$ cat src/rtl/hbb_pkg.sv
package hbb_pkg;

  typedef struct packed {
    logic loadAddr;
    logic loadStage;
    logic issueWrite;
    logic issueRead;
    logic captureRead;
    logic emitLow;
  } hbbStrobes_t;

  typedef enum logic [1:0] {
    ST_IDLE = 2'd0,
    ST_WR   = 2'd1,
    ST_RD   = 2'd2
  } hbbState_t;

endpackage

$ cat src/rtl/hbb_ctrl.sv
module hbb_ctrl
  import hbb_pkg::*;
(
  input  logic        clk,
  input  logic        rstN,
  input  logic        enStrap,
  input  logic        hostCsN,
  input  logic        hostDs1N,
  input  logic        hostDs2N,
  input  logic        hostAsN,
  input  logic        hostRdWr,
  input  logic        hostByteSel,
  input  logic        memAck,
  output hbbStrobes_t strb,
  output logic        memReq,
  output logic        memWe,
  output logic        hostRdy,
  output logic        portEn
);

  hbbState_t state;
  logic strapDone;
  logic prevData;
  logic prevAddr;

  logic selOk;
  logic dataAct;
  logic addrAct;
  logic dataEdge;
  logic addrEdge;
  logic live;

  // A cycle is qualified only with chip select low.
  assign selOk    = ~hostCsN;
  assign dataAct  = selOk & (~hostDs1N | ~hostDs2N);
  assign addrAct  = selOk & ~hostAsN;
  assign dataEdge = dataAct & ~prevData;
  assign addrEdge = addrAct & ~prevAddr;
  assign live     = portEn & (state == ST_IDLE);

  always_comb begin
    strb = '0;
    if (live && addrEdge) strb.loadAddr = 1'b1;
    if (live && dataEdge) begin
      case ({hostRdWr, hostByteSel})
        2'b00:   strb.loadStage  = 1'b1;
        2'b01:   strb.issueWrite = 1'b1;
        2'b10:   strb.issueRead  = 1'b1;
        default: strb.emitLow    = 1'b1;
      endcase
    end
    strb.captureRead = (state == ST_RD) & memAck;
  end

  always_ff @(posedge clk or negedge rstN) begin
    if (!rstN) begin
      state     <= ST_IDLE;
      strapDone <= 1'b0;
      portEn    <= 1'b0;
      prevData  <= 1'b0;
      prevAddr  <= 1'b0;
    end else begin
      if (!strapDone) begin
        strapDone <= 1'b1;
        portEn    <= enStrap;
      end
      prevData <= dataAct;
      prevAddr <= addrAct;
      case (state)
        ST_IDLE: begin
          if (strb.issueWrite)     state <= ST_WR;
          else if (strb.issueRead) state <= ST_RD;
        end
        ST_WR, ST_RD: begin
          if (memAck) state <= ST_IDLE;
        end
        default: state <= ST_IDLE;
      endcase
    end
  end

  assign memReq  = (state != ST_IDLE);
  assign memWe   = (state == ST_WR);
  assign hostRdy = live;

endmodule

$ cat src/rtl/hbb_datapath.sv
module hbb_datapath
  import hbb_pkg::*;
#(
  parameter int ADDR_W = 8,
  parameter int BYTE_W = 8
) (
  input  logic                  clk,
  input  logic                  rstN,
  input  hbbStrobes_t           strb,
  input  logic                  portEn,
  input  logic [BYTE_W-1:0]     hostDin,
  input  logic [2*BYTE_W-1:0]   memRdata,
  input  logic                  coreIrq,
  input  logic                  timerIn,
  output logic [BYTE_W-1:0]     hostDout,
  output logic [ADDR_W-1:0]     memAddr,
  output logic [2*BYTE_W-1:0]   memWdata,
  output logic                  hostIntN
);

  localparam int WORD_W = 2 * BYTE_W;
  localparam int LOAD_W = (ADDR_W < BYTE_W) ? ADDR_W : BYTE_W;

  logic [ADDR_W-1:0] addrReg;
  logic [BYTE_W-1:0] stageReg;
  logic [WORD_W-1:0] wdataReg;
  logic [WORD_W-1:0] holdReg;
  logic [BYTE_W-1:0] doutReg;
  logic              intReg;
  logic [ADDR_W-1:0] addrNext;

  // Address loads from the byte bus; a wider address is zero-extended.
  generate
    if (ADDR_W > BYTE_W) begin : g_wideAddr
      assign addrNext = {{(ADDR_W-BYTE_W){1'b0}}, hostDin};
    end else begin : g_narrowAddr
      assign addrNext = hostDin[LOAD_W-1:0];
    end
  endgenerate

  always_ff @(posedge clk or negedge rstN) begin
    if (!rstN) begin
      addrReg  <= '0;
      stageReg <= '0;
      wdataReg <= '0;
      holdReg  <= '0;
      doutReg  <= '0;
      intReg   <= 1'b1;
    end else begin
      intReg <= ~coreIrq;
      if (strb.loadAddr)    addrReg  <= addrNext;
      if (strb.loadStage)   stageReg <= hostDin;
      if (strb.issueWrite)  wdataReg <= {stageReg, hostDin};
      if (strb.captureRead) begin
        holdReg <= memRdata;
        doutReg <= memRdata[WORD_W-1:BYTE_W];
      end
      if (strb.emitLow)     doutReg  <= holdReg[BYTE_W-1:0];
    end
  end

  assign hostDout = doutReg;
  assign memAddr  = addrReg;
  assign memWdata = wdataReg;
  assign hostIntN = !rstN ? 1'b1 : (portEn ? intReg : timerIn);

endmodule

$ cat src/rtl/hbb_top.sv
module hbb_top
  import hbb_pkg::*;
#(
  parameter int ADDR_W = 8,
  parameter int BYTE_W = 8
) (
  input  logic                clk,
  input  logic                rstN,
  input  logic                enStrap,
  input  logic                hostCsN,
  input  logic                hostDs1N,
  input  logic                hostDs2N,
  input  logic                hostAsN,
  input  logic                hostRdWr,
  input  logic                hostByteSel,
  input  logic [BYTE_W-1:0]   hostDin,
  output logic [BYTE_W-1:0]   hostDout,
  output logic                hostRdy,
  output logic                hostIntN,
  input  logic                coreIrq,
  input  logic                timerIn,
  output logic                memReq,
  output logic                memWe,
  output logic [ADDR_W-1:0]   memAddr,
  output logic [2*BYTE_W-1:0] memWdata,
  input  logic [2*BYTE_W-1:0] memRdata,
  input  logic                memAck
);

  hbbStrobes_t strb;
  logic        portEn;

  hbb_ctrl u_ctrl (
    .clk         (clk),
    .rstN        (rstN),
    .enStrap     (enStrap),
    .hostCsN     (hostCsN),
    .hostDs1N    (hostDs1N),
    .hostDs2N    (hostDs2N),
    .hostAsN     (hostAsN),
    .hostRdWr    (hostRdWr),
    .hostByteSel (hostByteSel),
    .memAck      (memAck),
    .strb        (strb),
    .memReq      (memReq),
    .memWe       (memWe),
    .hostRdy     (hostRdy),
    .portEn      (portEn)
  );

  hbb_datapath #(.ADDR_W(ADDR_W), .BYTE_W(BYTE_W)) u_dp (
    .clk      (clk),
    .rstN     (rstN),
    .strb     (strb),
    .portEn   (portEn),
    .hostDin  (hostDin),
    .memRdata (memRdata),
    .coreIrq  (coreIrq),
    .timerIn  (timerIn),
    .hostDout (hostDout),
    .memAddr  (memAddr),
    .memWdata (memWdata),
    .hostIntN (hostIntN)
  );

endmodule

$ cat config.mk
export PLATFORM = sky130hd
export DESIGN_NAME = hbb_top
export DESIGN_NICKNAME = d
export VERILOG_FILES = /design/src/rtl/hbb_pkg.sv /design/src/rtl/hbb_ctrl.sv /design/src/rtl/hbb_datapath.sv /design/src/rtl/hbb_top.sv
export SDC_FILE = /design/constraint.sdc
export NUM_CORES = 1
export LEC_CHECK = 0
export BUFFER_PORTS_ARGS = -buffer_cell sky130_fd_sc_hd__buf_2
export CAP_MARGIN = 40
export CORE_MARGIN = 4
export CORE_UTILIZATION = 50
export DETAILED_ROUTE_END_ITERATION = 7
export GPL_ROUTABILITY_DRIVEN = 0
export HOLD_SLACK_MARGIN = 0.06
export PLACE_DENSITY = 0.79
export SKIP_CTS_REPAIR_TIMING = 1
export SLEW_MARGIN = 20
export SYNTH_ARGS = -nofsm -noshare
export SYNTH_HDL_FRONTEND = slang
export SYNTH_SLANG_ARGS = --single-unit
$ cat constraint.sdc
create_clock -name clk -period 2.2 [get_ports clk]
set_input_delay 0.33 -clock clk [delete_from_list [all_inputs] [get_ports clk]]
set_output_delay 0.33 -clock clk [all_outputs]
set_load 0.01 [all_outputs]
==> run metrics, run 1 <==
status completed; Total GRT Usage between 10% and 20%; met3 Usage GRT 5.20%; first-pass GRT wire length around 7400 um; Mapped Cells approximately 150; DR vias/cell around 5.1; H-Tree Depth 2; crit-path cells inv_1 -> ha_1 -> and4b_1 -> nand3_1 -> mux2_2; Starting Density a little over half; CTS sink cnt between 50 and 60; dpl ws 0.262 ns; layout cells sized above 1 around 63%; FFs w/ async S/R, synth between 90% and 100%; number of synthesized register bits 55; Synth-to-Final Area Change 24.6%; TritonCTS clock tree yes; initial antenna violation count 0; Tot Pwr 3.69 mW; CP max FO 8; Bufs on Longest Clock Path 2; routed vias 1,451; M1 GR Usage 19.1%; GR Overflow Total 0; CP Capture Type flip-flop; cell depth of the worst flop-to-flop path 5; most used routing layer in global routing met2; Syn Nets roughly 190; die area 0.00577 mm^2; commonest cells after routing, fill and taps aside buf_2, mux2_2, dfrtp_1; min-delay src coreIrq; Synth area leaders dfrtp_1, mux2_2, ha_1; final clock skew between 0.008 and 0.009 ns; P per Cell Area roughly 1300 mW/mm^2; chip width approximately 76 um; worst slew pin tran approximately 0.66 ns; Synth Warn # 0; drt drc 0; f_max between 500 and 600 MHz; Startpoint Class flip-flop; M2 GR Usage 26.3%; Max-slew headroom between 50 and 60%; number of global-route vias before repair 1,573; DP HPWL ~3300 um; Crit Reg-Reg Startpoint u_ctrl.state[0]$_DFFE_PN0P_; Netlist cell types 29; RSZ-0062 raised after global routing no; WS Path Type flip-flop to flip-flop; Finished Cell Area ~0.0029 mm^2; PortBufs between 70 and 80; Synth Area per Inst about 16 um^2; max cap viols 0; Core Box Area ~0.0044 mm^2; final setup fails 0; final worst setup slack 0.224 ns; worst hold margin between 0.1 and 0.15 ns; clock latency on the worst-skew pair around 0.30 ns; Clk pin slew, worst setup/hold paths about 0.09 ns; Max Slew Vio Count 0; post-synthesis sequential area ratio about three fifths; total wire length approximately 4400 um; commonest non-fill, non-tap cell in the layout buf_2; Fin. Hold Viols 0; CP Launch Point u_ctrl.state[0]$_DFFE_PN0P_; CP required between 2 and 2.5 ns; Max VDD drop 0.000743 V; pin count of the biggest net entering global routing 56; Endpoint, Worst Hold u_dp.intReg$_DFF_PN1_; Setup TNS Final 0 ns; Arr. time, crit path approximately 2.2 ns; placed cell count around 270; drt first-iter violations 55; static leakage around 1.5 nW; CP max stage cell dfrtp_1; WL/cell between 15 and 20 um; Yosys top cell area share 58.5%; Post-synth EDFFs 0; Synth area leader dfrtp_1; Initial DRT Pass Iterations 4; antenna cell count 0; CTS Root Cell clkbuf_8; reg-to-reg endpoint u_dp.hostDout[4]$_DFFE_PN0P_; Layout Utilization 65.2%; Final Non-Filler Cells about 280; row count 24; Ports 72; CTS Buf Count 5; ANT nets after route 0; crit path time final around 2 ns; post-route clock period utilization approximately 90%; slowest stage delay, CP between 0.3 and 0.4 ns; fin nets between 200 and 300; die height 76.0 um; setup slack, reg-to-reg 0.22 ns; Most used DFF post-synth dfrtp_1; Hold Crit Class input port to flip-flop; Mapped Area 0.00231 mm^2; Hold Path Cell Cnt 2; Placed Area approximately 0.0027 mm^2
final cells by class:
class	count	area [um^2]
clock buffer	6	72.6
clock inverter	2	60.1
fill	328	1530
inverter	5	18.8
multi-input combinational	86	893
sequential	55	1380
tap	52	65.1
timing repair buffer	76	393
report_power, final:
group          switching (mW)  internal, mW
Combinational           0.554         0.698
Clock                   0.311         0.455
Sequential              0.215          1.46
Total                    1.08          2.61
sequential cells by signal (all words and copies together), names as in the netlist, 2 cells and up:
register and cells:
u_ctrl.state 2, u_dp.memWdata 16, u_dp.holdReg 8, u_dp.hostDout 8, u_dp.stageReg 8, u_dp.memAddr 8
kinds of logic (layout without fill, tap and decap cells):
group / after synthesis / after routing / share of synthesized area (%)
multiplexers: 58 / 58 / 28.2
AND/OR/NAND/NOR: 19 / 19 / 7.26
buffers and inverters: 8 / 89 / 1.73
adder cells (fa/ha/maj): 3 / 3 / 1.62
flip-flops: 55 / 55 / 59.6
AO/OA/AOI/OAI: 5 / 5 / 1.41
other: 1 / 1 / 0.162
metal layers:
| metal | part of all wire (%) | wire length (um) |
|---|---|---|
| met1 | 41 | 1810 |
| met2 | 53 | 2330 |
| met3 | 5.9 | 259 |
| met4 | 0.34 | 15 |
| met5 | 0 | 0 |
critical path, delay by kind of cell, from the launching register on:
kind / cells / cell delay [ns]
adder cells (fa/ha/maj): 1 / 0.32
buffers and inverters: 1 / 0.12
flip-flops: 1 / 0.39
multiplexers: 1 / 0.39
AND/OR/NAND/NOR: 2 / 0.64
synth_stat cells, types with 2 or more instances:
| master | instances |
|---|---|
| mux2_2 | 57 |
| nor2b_1 | 2 |
| dfrtp_1 | 54 |
| a211oi_1 | 2 |
| ha_1 | 3 |
| inv_1 | 5 |
| buf_2 | 2 |
| nand2_1 | 3 |
how the worst max path moves through the flow:
stage | endpoint | slack, ns | cells past startpoint
2_1_floorplan | u_dp.memWdata[5]$_DFFE_PN0P_ | 0.30 | 6
3_3_place_gp | u_dp.memAddr[5]$_DFFE_PN0P_ | 0.33 | 5
3_5_place_dp | u_dp.memAddr[1]$_DFFE_PN0P_ | 0.26 | 5
4_1_cts | u_dp.hostDout[4]$_DFFE_PN0P_ | 0.24 | 5
5_1_grt | u_dp.hostDout[4]$_DFFE_PN0P_ | 0.11 | 5
6_report | u_dp.hostDout[4]$_DFFE_PN0P_ | 0.22 | 5
(Power assumes the default switching activity.)
==> inputs of run 2 (changes only) <==
==> constraint.sdc (replaced) <==
create_clock -name clk -period 1.85 [get_ports clk]
set_input_delay 0.2775 -clock clk [delete_from_list [all_inputs] [get_ports clk]]
set_output_delay 0.2775 -clock clk [all_outputs]
set_load 0.01 [all_outputs]
==> run metrics, run 2 (same netlist as run 1, synthesis figures left out) <==
H-Tree Depth 2; Hold Crit Class input port to flip-flop; initial antenna violation count 0; row count 24; crit path time final 1.81 ns; pin count of the biggest net entering global routing 56; chip width between 70 and 80 um; Starting Density between 50% and 60%; worst hold margin 0.0761 ns; Fin. Hold Viols 0; f_max about 550 MHz; routed vias between 1,000 and 1,500; Max Slew Vio Count 0; Initial DRT Pass Iterations 4; max cap viols 0; Synth-to-Final Area Change 28.0%; Ports 72; placed cell count roughly 280; Clk pin slew, worst setup/hold paths around 0.10 ns; CP Capture Type flip-flop; Total GRT Usage 16.3%; worst slew pin tran approximately 0.66 ns; max FFs per register 16; Placed Area about 0.0028 mm^2; GR Overflow Total 0; RSZ-0062 raised after global routing yes; status completed; commonest cells after routing, fill and taps aside buf_2, mux2_2, dfrtp_1; Arr. time, crit path roughly 2 ns; Bufs on Longest Clock Path 2; CTS sink cnt 55; post-route clock period utilization a little over nine tenths; Max-slew headroom 55.9%; ANT nets after route 0; die area 0.00577 mm^2; Setup TNS Final 0 ns; crit-path cells inv_2 -> ha_4 -> nand3b_4 -> nor4b_4 -> clkbuf_16 -> mux2_2; Startpoint Class flip-flop; drt drc 0; TritonCTS clock tree yes; static leakage ~1.5 nW; antenna cell count 0; DP HPWL roughly 3300 um; Final Non-Filler Cells 289; Finished Cell Area around 0.0030 mm^2; DR vias/cell 5.10; WS Path Type flip-flop to flip-flop; commonest non-fill, non-tap cell in the layout buf_2; Max VDD drop about 0.00092 V; number of global-route vias before repair approximately 1,600; layout cells sized above 1 65.4%; PortBufs just over 70; CTS Root Cell clkbuf_8; fin nets around 280; CP max FO 8; CP required between 2 and 2.5 ns; die height ~76 um; P per Cell Area approximately 1400 mW/mm^2; final setup fails 0; WL/cell 15.5 um; first-pass GRT wire length approximately 7600 um; total wire length roughly 4500 um; Core Box Area approximately 0.0044 mm^2; CP max stage cell dfrtp_1; CTS Buf Count 5; clock latency on the worst-skew pair 0.31 ns; final clock skew roughly 0.0068 ns; drt first-iter violations 63; slowest stage delay, CP approximately 0.41 ns
## run 2: changes by cell type in the layout (fill, tap and decap cells not counted), moves of 2 or more
cell       delta
inv_2         +2
buf_12        +2
inv_1         -2
bufinv_16     -2
buf_4         +4
## run 2: worst paths after layout
check	startpoint	end	slack [ns]	depth (start not counted)
max	u_ctrl.state[1]$_DFFE_PN0P_	u_dp.memWdata[11]$_DFFE_PN0P_	0.04	6
min	coreIrq	u_dp.intReg$_DFF_PN1_	0.08	2
max reg2reg	u_ctrl.state[1]$_DFFE_PN0P_	u_dp.memWdata[11]$_DFFE_PN0P_	0.04	6
min reg2reg	u_dp.holdReg[3]$_DFFE_PN0P_	u_dp.hostDout[3]$_DFFE_PN0P_	0.50	1
max in group asynchronous	rstN	u_dp.hostDout[2]$_DFFE_PN0P_	1.28	2
min in group asynchronous	rstN	u_dp.memWdata[0]$_DFFE_PN0P_	0.13	2
## run 2: power by group
part           total (mW)  internal (mW)  switching [mW]
registers            1.99           1.73           0.255
clock network       0.684          0.306           0.378
logic                1.60          0.919           0.684
total                4.27           2.96            1.32
## run 2: critical path: cells and delay by family (launching register included)
family,cells,cell delay (ns)
multiplexers,1,0.33
adder cells (fa/ha/maj),1,0.16
AND/OR/NAND/NOR,2,0.47
flip-flops,1,0.41
buffers and inverters,2,0.34
## run 2: final cells by class
cell class,instances,area (um^2)
multi-input cells,86,910
fillers,323,1460
inverters,5,18.8
repair buffers,83,488
well taps,52,65.1
clock inverters,2,16.3
flip-flops and latches,55,1380
clock buffers,6,82.6
## run 2: through the flow
step	worst slack (ns)	util, %	power, mW
floorplan	0.00787	-	2.94
global placement	0.117	63.3	3.49
detailed placement	0.0711	63.3	3.58
CTS	0.0574	65.5	4.26
global route	-0.0176	67.0	4.59
finish	0.0442	67.0	4.27
## run 2: layer usage
metal	up-vias	part of all wire [%]	GRT usage, %	wire [um]
met2	31	51	26.6	2290
li1	702	-	-	-
met5	-	0	0	0
met4	0	1.5	5.87	68
met3	6	4.7	4.96	212
met1	736	43	20.4	1910
